[src/rtl/spi_rd_pkg.sv]
package spi_rd_pkg;

  localparam int WORD_W = 32;

  typedef enum logic [2:0] {
    A_CTRL = 3'd0,
    A_PKT  = 3'd1,
    A_SWAP = 3'd2,
    A_CS   = 3'd3,
    A_STAT = 3'd4,
    A_TXD  = 3'd5,
    A_RXD  = 3'd6
  } reg_addr_e;

  // control register, bits 3..0
  typedef struct packed {
    logic rst;
    logic cpol;
    logic rx_en;
    logic tx_en;
  } ctrl_t;

  // swap register, bits 2..0
  typedef struct packed {
    logic hw;
    logic by;
    logic en;
  } swap_t;

endpackage

[src/rtl/spi_rd_fifo.sv]
module spi_rd_fifo #(
  parameter int W     = 32,
  parameter int DEPTH = 64
) (
  input  logic                       clk,
  input  logic                       rst_n,
  input  logic                       flush,
  input  logic                       push,
  input  logic [W-1:0]               wdata,
  input  logic                       pop,
  output logic [W-1:0]               rdata,
  output logic [$clog2(DEPTH):0]     level,
  output logic                       empty,
  output logic                       full
);
  localparam int AW = $clog2(DEPTH);
  localparam int LW = AW + 1;

  logic [W-1:0]  mem [DEPTH];
  logic [AW-1:0] wp_q, wp_n, rp_q, rp_n;
  logic [LW-1:0] cnt_q, cnt_n;
  logic          push_ok, pop_ok;

  assign empty   = (cnt_q == '0);
  assign full    = (cnt_q == LW'(DEPTH));
  assign push_ok = push && !full;
  assign pop_ok  = pop && !empty;
  assign rdata   = mem[rp_q];
  assign level   = cnt_q;

  always_comb begin
    wp_n  = wp_q;
    rp_n  = rp_q;
    cnt_n = cnt_q;
    if (flush) begin
      wp_n  = '0;
      rp_n  = '0;
      cnt_n = '0;
    end else begin
      if (push_ok) wp_n = wp_q + AW'(1);
      if (pop_ok)  rp_n = rp_q + AW'(1);
      case ({push_ok, pop_ok})
        2'b10:   cnt_n = cnt_q + LW'(1);
        2'b01:   cnt_n = cnt_q - LW'(1);
        default: cnt_n = cnt_q;
      endcase
    end
  end

  always_ff @(posedge clk or negedge rst_n) begin
    if (!rst_n) begin
      wp_q  <= '0;
      rp_q  <= '0;
      cnt_q <= '0;
    end else begin
      wp_q  <= wp_n;
      rp_q  <= rp_n;
      cnt_q <= cnt_n;
    end
  end

  always_ff @(posedge clk) begin
    if (push_ok && !flush) mem[wp_q] <= wdata;
  end


  level_bound_chk: assert property (@(posedge clk) disable iff (!rst_n)
    (full && push && !pop && !flush) |=> (level == LW'(DEPTH)));


  flush_empty_chk: assert property (@(posedge clk) disable iff (!rst_n)
    flush |=> (level == '0));

endmodule

[src/rtl/spi_rd_shifter.sv]
module spi_rd_shifter #(
  parameter int W        = 32,
  parameter int DIV_HALF = 2
) (
  input  logic         clk,
  input  logic         rst_n,
  input  logic         abort,
  input  logic         start,
  input  logic [W-1:0] tx_word,
  input  logic         cpol,
  input  logic         miso,
  output logic         busy,
  output logic         done,
  output logic [W-1:0] rx_word,
  output logic         sclk,
  output logic         mosi
);
  localparam int HC_W = $clog2(DIV_HALF + 1);
  localparam int EC_W = $clog2(2 * W);

  logic            busy_q, busy_n;
  logic            done_q, done_n;
  logic            sclk_q, sclk_n;
  logic [HC_W-1:0] hc_q, hc_n;
  logic [EC_W-1:0] ec_q, ec_n;
  logic [W-1:0]    tsh_q, tsh_n;
  logic [W-1:0]    rsh_q, rsh_n;

  always_comb begin
    busy_n = busy_q;
    done_n = 1'b0;
    sclk_n = sclk_q;
    hc_n   = hc_q;
    ec_n   = ec_q;
    tsh_n  = tsh_q;
    rsh_n  = rsh_q;
    if (abort) begin
      busy_n = 1'b0;
      sclk_n = cpol;
      hc_n   = '0;
      ec_n   = '0;
    end else if (!busy_q) begin
      sclk_n = cpol;
      if (start) begin
        busy_n = 1'b1;
        hc_n   = '0;
        ec_n   = '0;
        tsh_n  = tx_word;
      end
    end else if (hc_q == HC_W'(DIV_HALF - 1)) begin
      hc_n   = '0;
      sclk_n = ~sclk_q;
      ec_n   = ec_q + EC_W'(1);
      if (!ec_q[0]) begin
        // leading edge: sample
        rsh_n = {rsh_q[W-2:0], miso};
      end else begin
        // trailing edge: launch next bit
        tsh_n = {tsh_q[W-2:0], 1'b1};
        if (ec_q == EC_W'(2 * W - 1)) begin
          busy_n = 1'b0;
          done_n = 1'b1;
        end
      end
    end else begin
      hc_n = hc_q + HC_W'(1);
    end
  end

  always_ff @(posedge clk or negedge rst_n) begin
    if (!rst_n) begin
      busy_q <= 1'b0;
      done_q <= 1'b0;
      sclk_q <= 1'b0;
      hc_q   <= '0;
      ec_q   <= '0;
      tsh_q  <= '1;
      rsh_q  <= '0;
    end else begin
      busy_q <= busy_n;
      done_q <= done_n;
      sclk_q <= sclk_n;
      hc_q   <= hc_n;
      ec_q   <= ec_n;
      tsh_q  <= tsh_n;
      rsh_q  <= rsh_n;
    end
  end

  assign busy    = busy_q;
  assign done    = done_q;
  assign rx_word = rsh_q;
  assign sclk    = sclk_q;
  assign mosi    = tsh_q[W-1];


  sclk_idle_chk: assert property (@(posedge clk) disable iff (!rst_n)
    (!$stable(sclk_q) && $stable(cpol)) |-> $past(busy_q));

endmodule

[src/rtl/spi_rd_swap.sv]
module spi_rd_swap #(
  parameter int W = 32
) (
  input  logic [W-1:0] din,
  input  logic         en,
  input  logic         by,
  input  logic         hw,
  output logic [W-1:0] dout
);
  localparam int NB = W / 8;

  logic [1:0] sel;
  assign sel = {en & hw, en & by};

  for (genvar i = 0; i < NB; i++) begin : g_lane
    assign dout[8*i +: 8] = din[8*(i ^ int'(sel)) +: 8];
  end

endmodule

[src/rtl/spi_flash_stream_rd.sv]
module spi_flash_stream_rd
  import spi_rd_pkg::*;
#(
  parameter int FIFO_DEPTH = 64,
  parameter int CNT_W      = 16,
  parameter int DIV_HALF   = 2
) (
  input  logic        clk,
  input  logic        rst_n,
  input  logic        reg_wr,
  input  logic        reg_rd,
  input  logic [2:0]  reg_addr,
  input  logic [31:0] reg_wdata,
  output logic [31:0] reg_rdata,
  output logic        spi_sclk,
  output logic        spi_cs_n,
  output logic        spi_mosi,
  input  logic        spi_miso
);
  localparam int AW    = $clog2(FIFO_DEPTH);
  localparam int LVL_W = AW + 1;

  // reset synchronizer
  logic [1:0] rst_sync_q;
  logic       rst_s_n;
  always_ff @(posedge clk or negedge rst_n) begin
    if (!rst_n) rst_sync_q <= 2'b00;
    else        rst_sync_q <= {rst_sync_q[0], 1'b1};
  end
  assign rst_s_n = rst_sync_q[1];

  // register state
  ctrl_t            ctrl_q, ctrl_n;
  swap_t            swap_q, swap_n;
  logic             pkt_en_q, pkt_en_n;
  logic [CNT_W-1:0] pkt_cnt_q, pkt_cnt_n;
  logic [CNT_W-1:0] done_cnt_q, done_cnt_n;
  logic             cs_q, cs_n;
  logic             underrun_q, underrun_n;
  logic             cap_q, cap_n;

  // decode
  logic wr_ctrl, wr_pkt, wr_swap, wr_cs, wr_txd, rd_rxd;
  assign wr_ctrl = reg_wr && (reg_addr == A_CTRL);
  assign wr_pkt  = reg_wr && (reg_addr == A_PKT);
  assign wr_swap = reg_wr && (reg_addr == A_SWAP);
  assign wr_cs   = reg_wr && (reg_addr == A_CS);
  assign wr_txd  = reg_wr && (reg_addr == A_TXD);
  assign rd_rxd  = reg_rd && (reg_addr == A_RXD);

  // FIFOs and engine wiring
  logic [WORD_W-1:0] tx_head, rx_head, rx_word, rx_swapped, sh_word;
  logic [LVL_W-1:0]  tx_lvl, rx_lvl;
  logic              tx_empty, tx_full, rx_empty, rx_full;
  logic              tx_pop, rx_push, rx_pop;
  logic              sh_busy, sh_done, sh_start;
  logic              tx_avail, cnt_left;

  assign tx_avail = ctrl_q.tx_en && !tx_empty;
  assign cnt_left = ctrl_q.rx_en && pkt_en_q && (done_cnt_q < pkt_cnt_q);
  assign sh_start = !sh_busy && !sh_done && !ctrl_q.rst &&
                    (tx_avail || cnt_left) && !(cnt_left && rx_full);
  assign tx_pop   = sh_start && tx_avail;
  assign sh_word  = tx_avail ? tx_head : '1;
  assign rx_push  = sh_done && cap_q;
  assign rx_pop   = rd_rxd && !rx_empty;

  spi_rd_fifo #(.W(WORD_W), .DEPTH(FIFO_DEPTH)) u_tx_fifo (
    .clk   (clk),
    .rst_n (rst_s_n),
    .flush (ctrl_q.rst),
    .push  (wr_txd),
    .wdata (reg_wdata),
    .pop   (tx_pop),
    .rdata (tx_head),
    .level (tx_lvl),
    .empty (tx_empty),
    .full  (tx_full)
  );

  spi_rd_fifo #(.W(WORD_W), .DEPTH(FIFO_DEPTH)) u_rx_fifo (
    .clk   (clk),
    .rst_n (rst_s_n),
    .flush (ctrl_q.rst),
    .push  (rx_push),
    .wdata (rx_swapped),
    .pop   (rx_pop),
    .rdata (rx_head),
    .level (rx_lvl),
    .empty (rx_empty),
    .full  (rx_full)
  );

  spi_rd_shifter #(.W(WORD_W), .DIV_HALF(DIV_HALF)) u_shifter (
    .clk     (clk),
    .rst_n   (rst_s_n),
    .abort   (ctrl_q.rst),
    .start   (sh_start),
    .tx_word (sh_word),
    .cpol    (ctrl_q.cpol),
    .miso    (spi_miso),
    .busy    (sh_busy),
    .done    (sh_done),
    .rx_word (rx_word),
    .sclk    (spi_sclk),
    .mosi    (spi_mosi)
  );

  spi_rd_swap #(.W(WORD_W)) u_swap (
    .din  (rx_word),
    .en   (swap_q.en),
    .by   (swap_q.by),
    .hw   (swap_q.hw),
    .dout (rx_swapped)
  );

  // next state
  always_comb begin
    ctrl_n     = ctrl_q;
    swap_n     = swap_q;
    pkt_en_n   = pkt_en_q;
    pkt_cnt_n  = pkt_cnt_q;
    done_cnt_n = done_cnt_q;
    cs_n       = cs_q;
    underrun_n = underrun_q;
    cap_n      = cap_q;
    if (wr_ctrl) ctrl_n = ctrl_t'(reg_wdata[3:0]);
    if (wr_swap) swap_n = swap_t'(reg_wdata[2:0]);
    if (wr_pkt) begin
      pkt_cnt_n = reg_wdata[CNT_W-1:0];
      pkt_en_n  = reg_wdata[16];
    end
    if (wr_cs) cs_n = reg_wdata[0];
    if (ctrl_q.rst) begin
      done_cnt_n = '0;
      underrun_n = 1'b0;
      cap_n      = 1'b0;
    end else begin
      if (rx_push)            done_cnt_n = done_cnt_q + CNT_W'(1);
      if (rd_rxd && rx_empty) underrun_n = 1'b1;
      if (sh_start)           cap_n      = cnt_left;
    end
  end

  always_ff @(posedge clk or negedge rst_s_n) begin
    if (!rst_s_n) begin
      ctrl_q     <= '0;
      swap_q     <= '0;
      pkt_en_q   <= 1'b0;
      pkt_cnt_q  <= '0;
      done_cnt_q <= '0;
      cs_q       <= 1'b1;
      underrun_q <= 1'b0;
      cap_q      <= 1'b0;
    end else begin
      ctrl_q     <= ctrl_n;
      swap_q     <= swap_n;
      pkt_en_q   <= pkt_en_n;
      pkt_cnt_q  <= pkt_cnt_n;
      done_cnt_q <= done_cnt_n;
      cs_q       <= cs_n;
      underrun_q <= underrun_n;
      cap_q      <= cap_n;
    end
  end

  assign spi_cs_n = cs_q;

  // read mux
  always_comb begin
    reg_rdata = '0;
    case (reg_addr)
      A_CTRL: reg_rdata[3:0] = ctrl_q;
      A_PKT: begin
        reg_rdata[CNT_W-1:0] = pkt_cnt_q;
        reg_rdata[16]        = pkt_en_q;
      end
      A_SWAP: reg_rdata[2:0] = swap_q;
      A_CS:   reg_rdata[0]   = cs_q;
      A_STAT: begin
        reg_rdata[21:15] = 7'(rx_lvl);
        reg_rdata[12:6]  = 7'(tx_lvl);
        reg_rdata[1]     = underrun_q;
        reg_rdata[0]     = tx_empty && !sh_busy;
      end
      A_RXD:   reg_rdata = rx_empty ? '0 : rx_head;
      default: reg_rdata = '0;
    endcase
  end

  logic tx_full_unused;
  assign tx_full_unused = tx_full;


  pkt_limit_chk: assert property (@(posedge clk) disable iff (!rst_s_n)
    (rx_push && pkt_en_q && $stable(pkt_cnt_q)) |-> (done_cnt_q < pkt_cnt_q));


  underrun_sticky_chk: assert property (@(posedge clk) disable iff (!rst_s_n)
    (underrun_q && !ctrl_q.rst) |=> underrun_q);


  cs_hold_chk: assert property (@(posedge clk) disable iff (!rst_s_n)
    !reg_wr |=> $stable(spi_cs_n));


  idle_hold_chk: assert property (@(posedge clk) disable iff (!rst_s_n)
    (!ctrl_q.tx_en && !ctrl_q.rx_en && !sh_busy) |=> !sh_busy);

endmodule

[config.mk]
export PLATFORM = sky130hd
export DESIGN_NAME = spi_flash_stream_rd
export DESIGN_NICKNAME = d
export VERILOG_FILES = /design/src/rtl/spi_rd_pkg.sv /design/src/rtl/spi_rd_fifo.sv /design/src/rtl/spi_rd_shifter.sv /design/src/rtl/spi_rd_swap.sv /design/src/rtl/spi_flash_stream_rd.sv
export SDC_FILE = /design/constraint.sdc
export NUM_CORES = 2
export LEC_CHECK = 0
export ABC_AREA = 1
export BUFFER_PORTS_ARGS = -buffer_cell sky130_fd_sc_hd__buf_4
export CORE_UTILIZATION = 55
export CTS_BUF_LIST = sky130_fd_sc_hd__clkbuf_4 sky130_fd_sc_hd__clkbuf_8
export DETAILED_ROUTE_END_ITERATION = 12
export HOLD_SLACK_MARGIN = 0.06
export PLACE_DENSITY = 0.71
export SKIP_LAST_GASP = 1
export SYNTH_ARGS = -nofsm -noshare
export SYNTH_HDL_FRONTEND = slang
export SYNTH_SLANG_ARGS = --single-unit
[constraint.sdc]
create_clock -name clk -period 5.55 [get_ports clk]
set_input_delay 0.2775 -clock clk [delete_from_list [all_inputs] [get_ports clk]]
set_output_delay 0.2775 -clock clk [all_outputs]
set_load 0.005 [all_outputs]
== After elaboration in Yosys (flattened, before gate mapping) ==
Memory sizes are Yosys's and may differ from the RTL's.
Index checks and enable logic that the tools add are counted.

* Register bits: 158
* Bits in writable memories: 4096
* Input port bits: 40
* Output and inout port bits: 35
* Logic and storage cells: 181
* Memories kept: 2

* $add $sub $neg: 11
* Order comparisons: 1
* Equal/unequal tests: 17
* Shift operators: 4
* Mux-type cells: 60
* Bitwise operators: 8
* Reduce and logical (&&, ||, !) cells: 51

{| class="wikitable"
|+ Memory list
! memory !! depth !! bits a word !! rd ports !! clocked after Yosys merged registers in !! write ports !! RTL line !! RTL
|-
| u_rx_fifo.mem || 64 || 32 || 1 || 0 || 1 || spi_rd_fifo.sv:19 || <nowiki>logic [W-1:0] mem [DEPTH];</nowiki>
|-
| u_tx_fifo.mem || 64 || 32 || 1 || 0 || 1 || spi_rd_fifo.sv:19 ||
|}

{| class="wikitable"
|+ Operator list
! kind !! number
|-
| $mux 32 || 6
|-
| $shiftx 32x6->8 || 4
|-
| $mux 6 || 12
|-
| $mux 16 || 2
|-
| $add 6x1->6 const B || 5
|-
| $pmux 7 s2 || 2
|-
| $logic_and 1x1->1 || 25
|-
| $mux 1 || 22
|-
| $pmux 7 s3 || 1
|-
| $add 16x1->16 const B || 1
|-
| $lt 16x16->1 || 1
|-
| $reduce_bool 2->1 || 8
|-
| $add 7x1->7 const B || 2
|-
| $eq 7x7->1 const B || 2
|-
| $logic_not 7->1 || 2
|-
| $mux 7 || 2
|-
| $sub 7x1->7 const B || 2
|-
| $mux 10 || 1
|-
| $pmux 5 s2 || 1
|-
| $eq 3x3->1 const B || 3
|-
| $reduce_bool 3->1 || 3
|-
| $logic_not 1->1 || 8
|-
| $mux 2 || 4
|-
| $pmux 2 s2 || 2
|-
| other kinds (20) || 31
|}

== Depth between registers and ports, before layout ==
* Word-level depth: 11
* Gate-level depth with buffers: 26
* Gate-level depth less buffers: 26

== Hierarchy ==
Synthesis repeated with hierarchy kept, for this count alone.

* Cell total of the unflattened synthesis: 16344
* Area total of the unflattened synthesis: 178386.1 µm²

{| class="wikitable"
|+ By module, submodules not included
! module !! times used !! cells each !! area an instance (µm²) !! seq. area each (µm²)
|-
| spi_rd_fifo (u_rx_fifo) || 1 || 7756 || 85553.3 || 61974.4
|-
| spi_rd_fifo (u_tx_fifo) || 1 || 7577 || 85394.4 || 61974.4
|-
| spi_rd_shifter || 1 || 392 || 3377.0 || 1916.8
|-
| spi_flash_stream_rd || 1 || 407 || 3045.4 || 1127.3
|-
| spi_rd_swap || 1 || 212 || 1016.0 || 0.0
|}

== Worst setup path before layout ==
OpenSTA, ideal clock, no wires.

* Kind: register to register
* From: reg swap_q[0] (netlist bit)
* To: mem u_rx_fifo.mem[0][10], data pin
* Library setup time: 0.702 ns
* Arrival: 3.489 ns
* Data required time: 4.848 ns
* Path slack: 1.359 ns
* Stages on the path, launching flop included: 5
* Path buffers: 1
* Period minus slack after synthesis: 4.191 ns
* Path through: dfrtp_1 > nand2_1 > clkbuf_1 > o21ai_0 > o21ai_0

* Word-level cells in the longest chain between the ends: 3
* Elaborated cells between the ends (all ways): 4
* Classes of those cells: shift: 1; bitwise: 3

{| class="wikitable"
|+ Ends and longest elaborated chain
! item !! RTL line !! RTL
|-
| start, declared || spi_flash_stream_rd.sv:34 || <nowiki>swap_t swap_q, swap_n;</nowiki>
|-
| start signal, assigned || spi_flash_stream_rd.sv:157 || <nowiki>swap_q <= swap_n;</nowiki>
|-
| $and 1x1->1 || spi_rd_swap.sv:13 || <nowiki>assign sel = {en & hw, en & by};</nowiki>
|-
| $not 1->1 (no line) || -- ||
|-
| $shiftx 32x6->8 * || spi_rd_swap.sv:16 || <nowiki>assign dout[8*i +: 8] = din[8*(i ^ int'(sel)) +: 8];</nowiki>
|-
| via rx_swapped[10] || spi_flash_stream_rd.sv:52 || <nowiki>logic [WORD_W-1:0] tx_head, rx_head, rx_word, rx_swapped, sh_word;</nowiki>
|-
| end, declared || spi_rd_fifo.sv:19 ||
|}

The timed path passes the listed nets; every way through them passes the cells marked *.

== Worst setup path in the final report ==
* From: reg u_rx_fifo.rp_q[0]
* To: out reg_rdata[12]

* Word-level cells in the longest chain between the ends: 3

{| class="wikitable"
|+ Ends and longest elaborated chain
! item !! RTL line !! RTL
|-
| start, declared || spi_rd_fifo.sv:20 || <nowiki>logic [AW-1:0] wp_q, wp_n, rp_q, rp_n;</nowiki>
|-
| start signal, assigned || spi_rd_fifo.sv:57 || <nowiki>rp_q <= rp_n;</nowiki>
|-
| $mem_v2 64x32 || -- ||
|-
| $mux 32 || spi_flash_stream_rd.sv:186 || <nowiki>A_RXD: reg_rdata = rx_empty ? '0 : rx_head;</nowiki>
|-
| $pmux 7 s3 || spi_flash_stream_rd.sv:172 || <nowiki>case (reg_addr)</nowiki>
|-
| end, declared || spi_flash_stream_rd.sv:14 || <nowiki>output logic [31:0] reg_rdata,</nowiki>
|}

Every way passes these cells.

==> out/qor.log <==
qor: cells_and_area.area_occupied_by_registers 127000 um2
qor: synthesis.yosys_most_used_dff edfxtp_1
qor: route.detailroute.wirelength.met2 225 mm
qor: pwr.p_clk_frac 0.358
qor: synthesis.synth-edff-count 4096
qor: timing.fin_setup_tns 0 ps
qor: cells_and_area.multi_input_comb_area 39300 um2
qor: route.route.met3.wl 52.1 mm
qor: route.per_cell_routed_wire_length 26.4 um
qor: pwr.power.share.combinational 0.128
qor: critical_path.cp_max_fo 94
qor: critical_path.timing.critical_path.from_type register
qor: timing.timing.final.crit_share 0.973
qor: timing.hold_viol 0
qor: clocking.worst_skew_pair.late_latency 1110 ps
qor: synthesis.post_synth.cell_area_avg 12.7 um2
qor: clocking.cts.path.max_buffers 4
qor: route.number_of_detailed_routing_iterations_run_before_antenna_repair 8
qor: route.wirelength_met1 175 mm
qor: critical_path.arrival 5130 ps
qor: floorplan.ios 75
qor: timing.worst_clock_skew 47.8 ps
qor: timing.final.min_clock_period 5400 ps
qor: placed_design.place.gp.congestion 0.888
qor: pwr.switching_power_as_a_share_of_total_power 0.272
qor: pwr.worst_ir_drop_vdd 359 uV
qor: pwr.power_per_cell_area 376 nW/um2
qor: timing.hold_ws 175 ps
qor: cells_and_area.most-common-layout-cells edfxtp_1, nor2_1, o21ai_0
qor: route.antenna_violating_nets_post_route 0
qor: flow_run.max_cap_violations 0
qor: synthesis.synthesized_nets 13400
qor: min_path.min-delay-path-class in2reg
qor: pwr.p_int 51800 uW
qor: timing.setup_viol 0
qor: floorplan.design.core.area 307000 um2
qor: clocking.clock-sinks 4254
qor: synthesis.yosysSeqAreaShare 0.748
qor: clocking.htree_num_levels 6
qor: synthesis.unique_masters_post_synth 47
qor: critical_path.critical_path.slowest_cell o21ai_0
qor: floorplan.fp-row-count 203
qor: global_route.largest_net_degree_at_the_start_of_global_routing 189
qor: critical_path.critPathKind reg2out
qor: pwr.p_seq_frac 0.514
qor: global_route.global_route.usage.total 0.304
qor: floorplan.starting_density_of_the_core 0.554
qor: global_route.first_global_vias 111000
qor: synthesis.yosys_register_bits 4254
qor: global_route.grt_antenna_before_repair 21
qor: route.top_layer_used met5
qor: cells_and_area.areaGrowthSynthToFinish 11.3%
qor: floorplan.die_y 558 um
qor: clocking.ctsResizeCount 0
qor: synthesis.asyncSetResetFlopFracSynth 0.0371
qor: timing.slew_violations 0
qor: cells_and_area.leading_cell_type_in_the_layout_fill_and_taps_excluded edfxtp_1
qor: synthesis.mapped_cells 13300
qor: cells_and_area.fillCellCount 22600
qor: route.detailroute.via_count 114000
qor: critical_path.critPathMaxStageDelay 1000 ps
qor: synthesis.yosys_warnings 0
qor: clocking.cts_tree yes
qor: status.status completed
qor: floorplan.fp.dieArea 311000 um2
qor: clocking.cts_root_buffer_type clkbuf_8
qor: timing.slew-limit-headroom 0.0590
qor: cells_and_area.number_of_nets_in_the_finished_design 13600
qor: pwr.netSwitchingPower 19400 uW
qor: timing.max_freq 185 MHz
qor: floorplan.dieWidth 558 um
qor: cells_and_area.final_layout_size_suffix_gt1_frac 0.116
qor: global_route.total_congestion_overflow 0
qor: clocking.number_of_buffers_inserted_during_clock_tree_synthesis 653
qor: clocking.path_clk_slew 60 ps
qor: pwr.p_leak 0.0641 uW
qor: global_route.grt_first_pass_wirelength 700 mm
qor: timing.grt_setup_unrepaired false
qor: synthesis.synth_area 170000 um2
qor: critical_path.cp_cell_sequence buf_4 > o21ai_0 > o22ai_1 > nand2_1 > nand3_1 > a31oi_1 > o21ai_0 > nand3_1 > nand2_1 > buf_4
qor: placed_design.dp_hpwl 259 mm
qor: route.first_iter_violations 16100
qor: critical_path.worstPathRequired 5270 ps
qor: route.detail_route.drc_violations 0
qor: route.total_routed_wirelength 481 mm
qor: critical_path.critPathCaptureType output port
qor: placed_design.portBuffers 74
qor: timing.tightest_slew 1410 ps
qor: route.via_per_inst 6.26
worst paths after layout:
check	start	to	slack [ps]	depth (start not counted)
worst max-delay path	u_rx_fifo.rp_q[0]$_DFFE_PN0P_	reg_rdata[12]	150	10
worst min-delay path	reg_wdata[13]	u_tx_fifo.mem[42][13]$_DFFE_PP_	180	2
worst max register to register	u_rx_fifo.level[0]$_DFFE_PN0P_	u_rx_fifo.mem[55][25]$_DFFE_PP_	1750	9
worst min register to register	rst_sync_q[0]$_DFF_PN0_	rst_sync_q[1]$_DFF_PN0_	350	0
max in group asynchronous	rst_sync_q[1]$_DFF_PN0_	u_tx_fifo.rp_q[1]$_DFFE_PN0P_	4210	1
min in group asynchronous	rst_sync_q[1]$_DFF_PN0_	swap_q[2]$_DFFE_PN0P_	400	1
cells in the mapped netlist, types with 8 or more instances:
master / count / area (um2)
xnor2_1: 9 / 78.8
nor2_1: 2093 / 7860
inv_2: 9 / 33.8
buf_1: 45 / 169
inv_1: 158 / 593
nand2_1: 1815 / 6810
a21boi_1: 76 / 571
mux2i_1: 8 / 80.1
clkbuf_1: 523 / 1960
o211ai_1: 112 / 841
a21oi_1: 410 / 2050
a21boi_0: 154 / 1160
nor3_1: 18 / 90.1
o21ai_0: 1850 / 9260
buf_4: 78 / 586
xor2_1: 8 / 70.1
buf_2: 201 / 1010
o221ai_1: 144 / 1260
dfrtp_1: 125 / 3130
dfstp_2: 33 / 867
o22ai_1: 574 / 3590
ha_1: 31 / 388
o21ai_1: 147 / 736
buf_6: 42 / 473
edfxtp_1: 4096 / 123000
nand3_1: 505 / 2530
nand4_1: 41 / 257
worst max-delay path, delay by kind of cell, from the launching register on:
kind | cells | cell delay [ps]
AOI/OAI and AO/OA | 4 | 1600
buffers and inverters | 2 | 930
DFF | 1 | 770
and+or+nand+nor | 4 | 660
cell families (layout without fill, tap and decap cells):
logic type               count (synthesis)  in the layout  share of synthesized area
flip-flops                            4254           4254                      0.748
other                                    1             10                  0.0000221
buffers and inverters                 1060           1791                     0.0286
multiplexers                             9              9                   0.000538
adder cells (fa/ha/maj)                 33             33                    0.00252
AO/OA/AOI/OAI                         3493           3493                      0.116
XOR/XNOR                                17             17                   0.000877
AND/OR/NAND/NOR                       4481           4481                      0.104
per-stage QoR:
| stage | instances | util | instance area (um2) | setup WS (ps) | total power, uW |
|---|---|---|---|---|---|
| after floorplan | 13300 | - | 170000 | 879 | 43000 |
| after global placement | 17000 | 0.574 | 176000 | 1330 | 45800 |
| after detailed placement | 17000 | 0.574 | 176000 | 1330 | 46100 |
| after CTS | 18200 | 0.616 | 189000 | 191 | 71100 |
| after global routing | 18200 | 0.616 | 189000 | 57.6 | 73300 |
| final | 18200 | 0.617 | 189000 | 147 | 71100 |
state kept, by name, summed over array words and instances (netlist names), 2 cells and up:
register / cells
ctrl_q: 4
done_cnt_q: 16
pkt_cnt_q: 16
rst_sync_q: 2
swap_q: 3
u_rx_fifo.level: 7
u_rx_fifo.mem: 2048
u_rx_fifo.rp_q: 6
u_rx_fifo.wp_q: 6
u_shifter.ec_q: 6
u_shifter.hc_q: 2
u_shifter.rx_word: 32
u_shifter.tsh_q: 32
u_tx_fifo.level: 7
u_tx_fifo.mem: 2048
u_tx_fifo.rp_q: 6
u_tx_fifo.wp_q: 6
power groups by stage:
stage | Combinational (uW) | Sequential [uW] | Clock (uW)
2_1_floorplan | 5650 | 37300 | 0
3_3_place_gp | 8600 | 37200 | 0
3_5_place_dp | 8850 | 37200 | 0
4_1_cts | 8920 | 36600 | 25600
5_1_grt | 9770 | 36600 | 26900
6_report | 9120 | 36600 | 25400
routing by layer:
metal  track usage  up-vias
met5             0        -
met4         0.173       16
met3        0.0564     1214
met2         0.482     7306
met1         0.396    55900
li1              -    49400
repair_timing:
action,in CTS,in global routing
hold buffers,52,0
buffers inserted,0,0
endpoints found under the hold margin,2068,0
layout make-up:
type	count	area share
inverter	169	0.00365
tap	4100	0.0271
multi-input combinational	8034	0.208
antenna	9	0.000119
clock buffer	901	0.0585
timing repair buffer	455	0.0224
sequential	4254	0.672
clock inverter	266	0.00825
(Power assumes the default switching activity.)
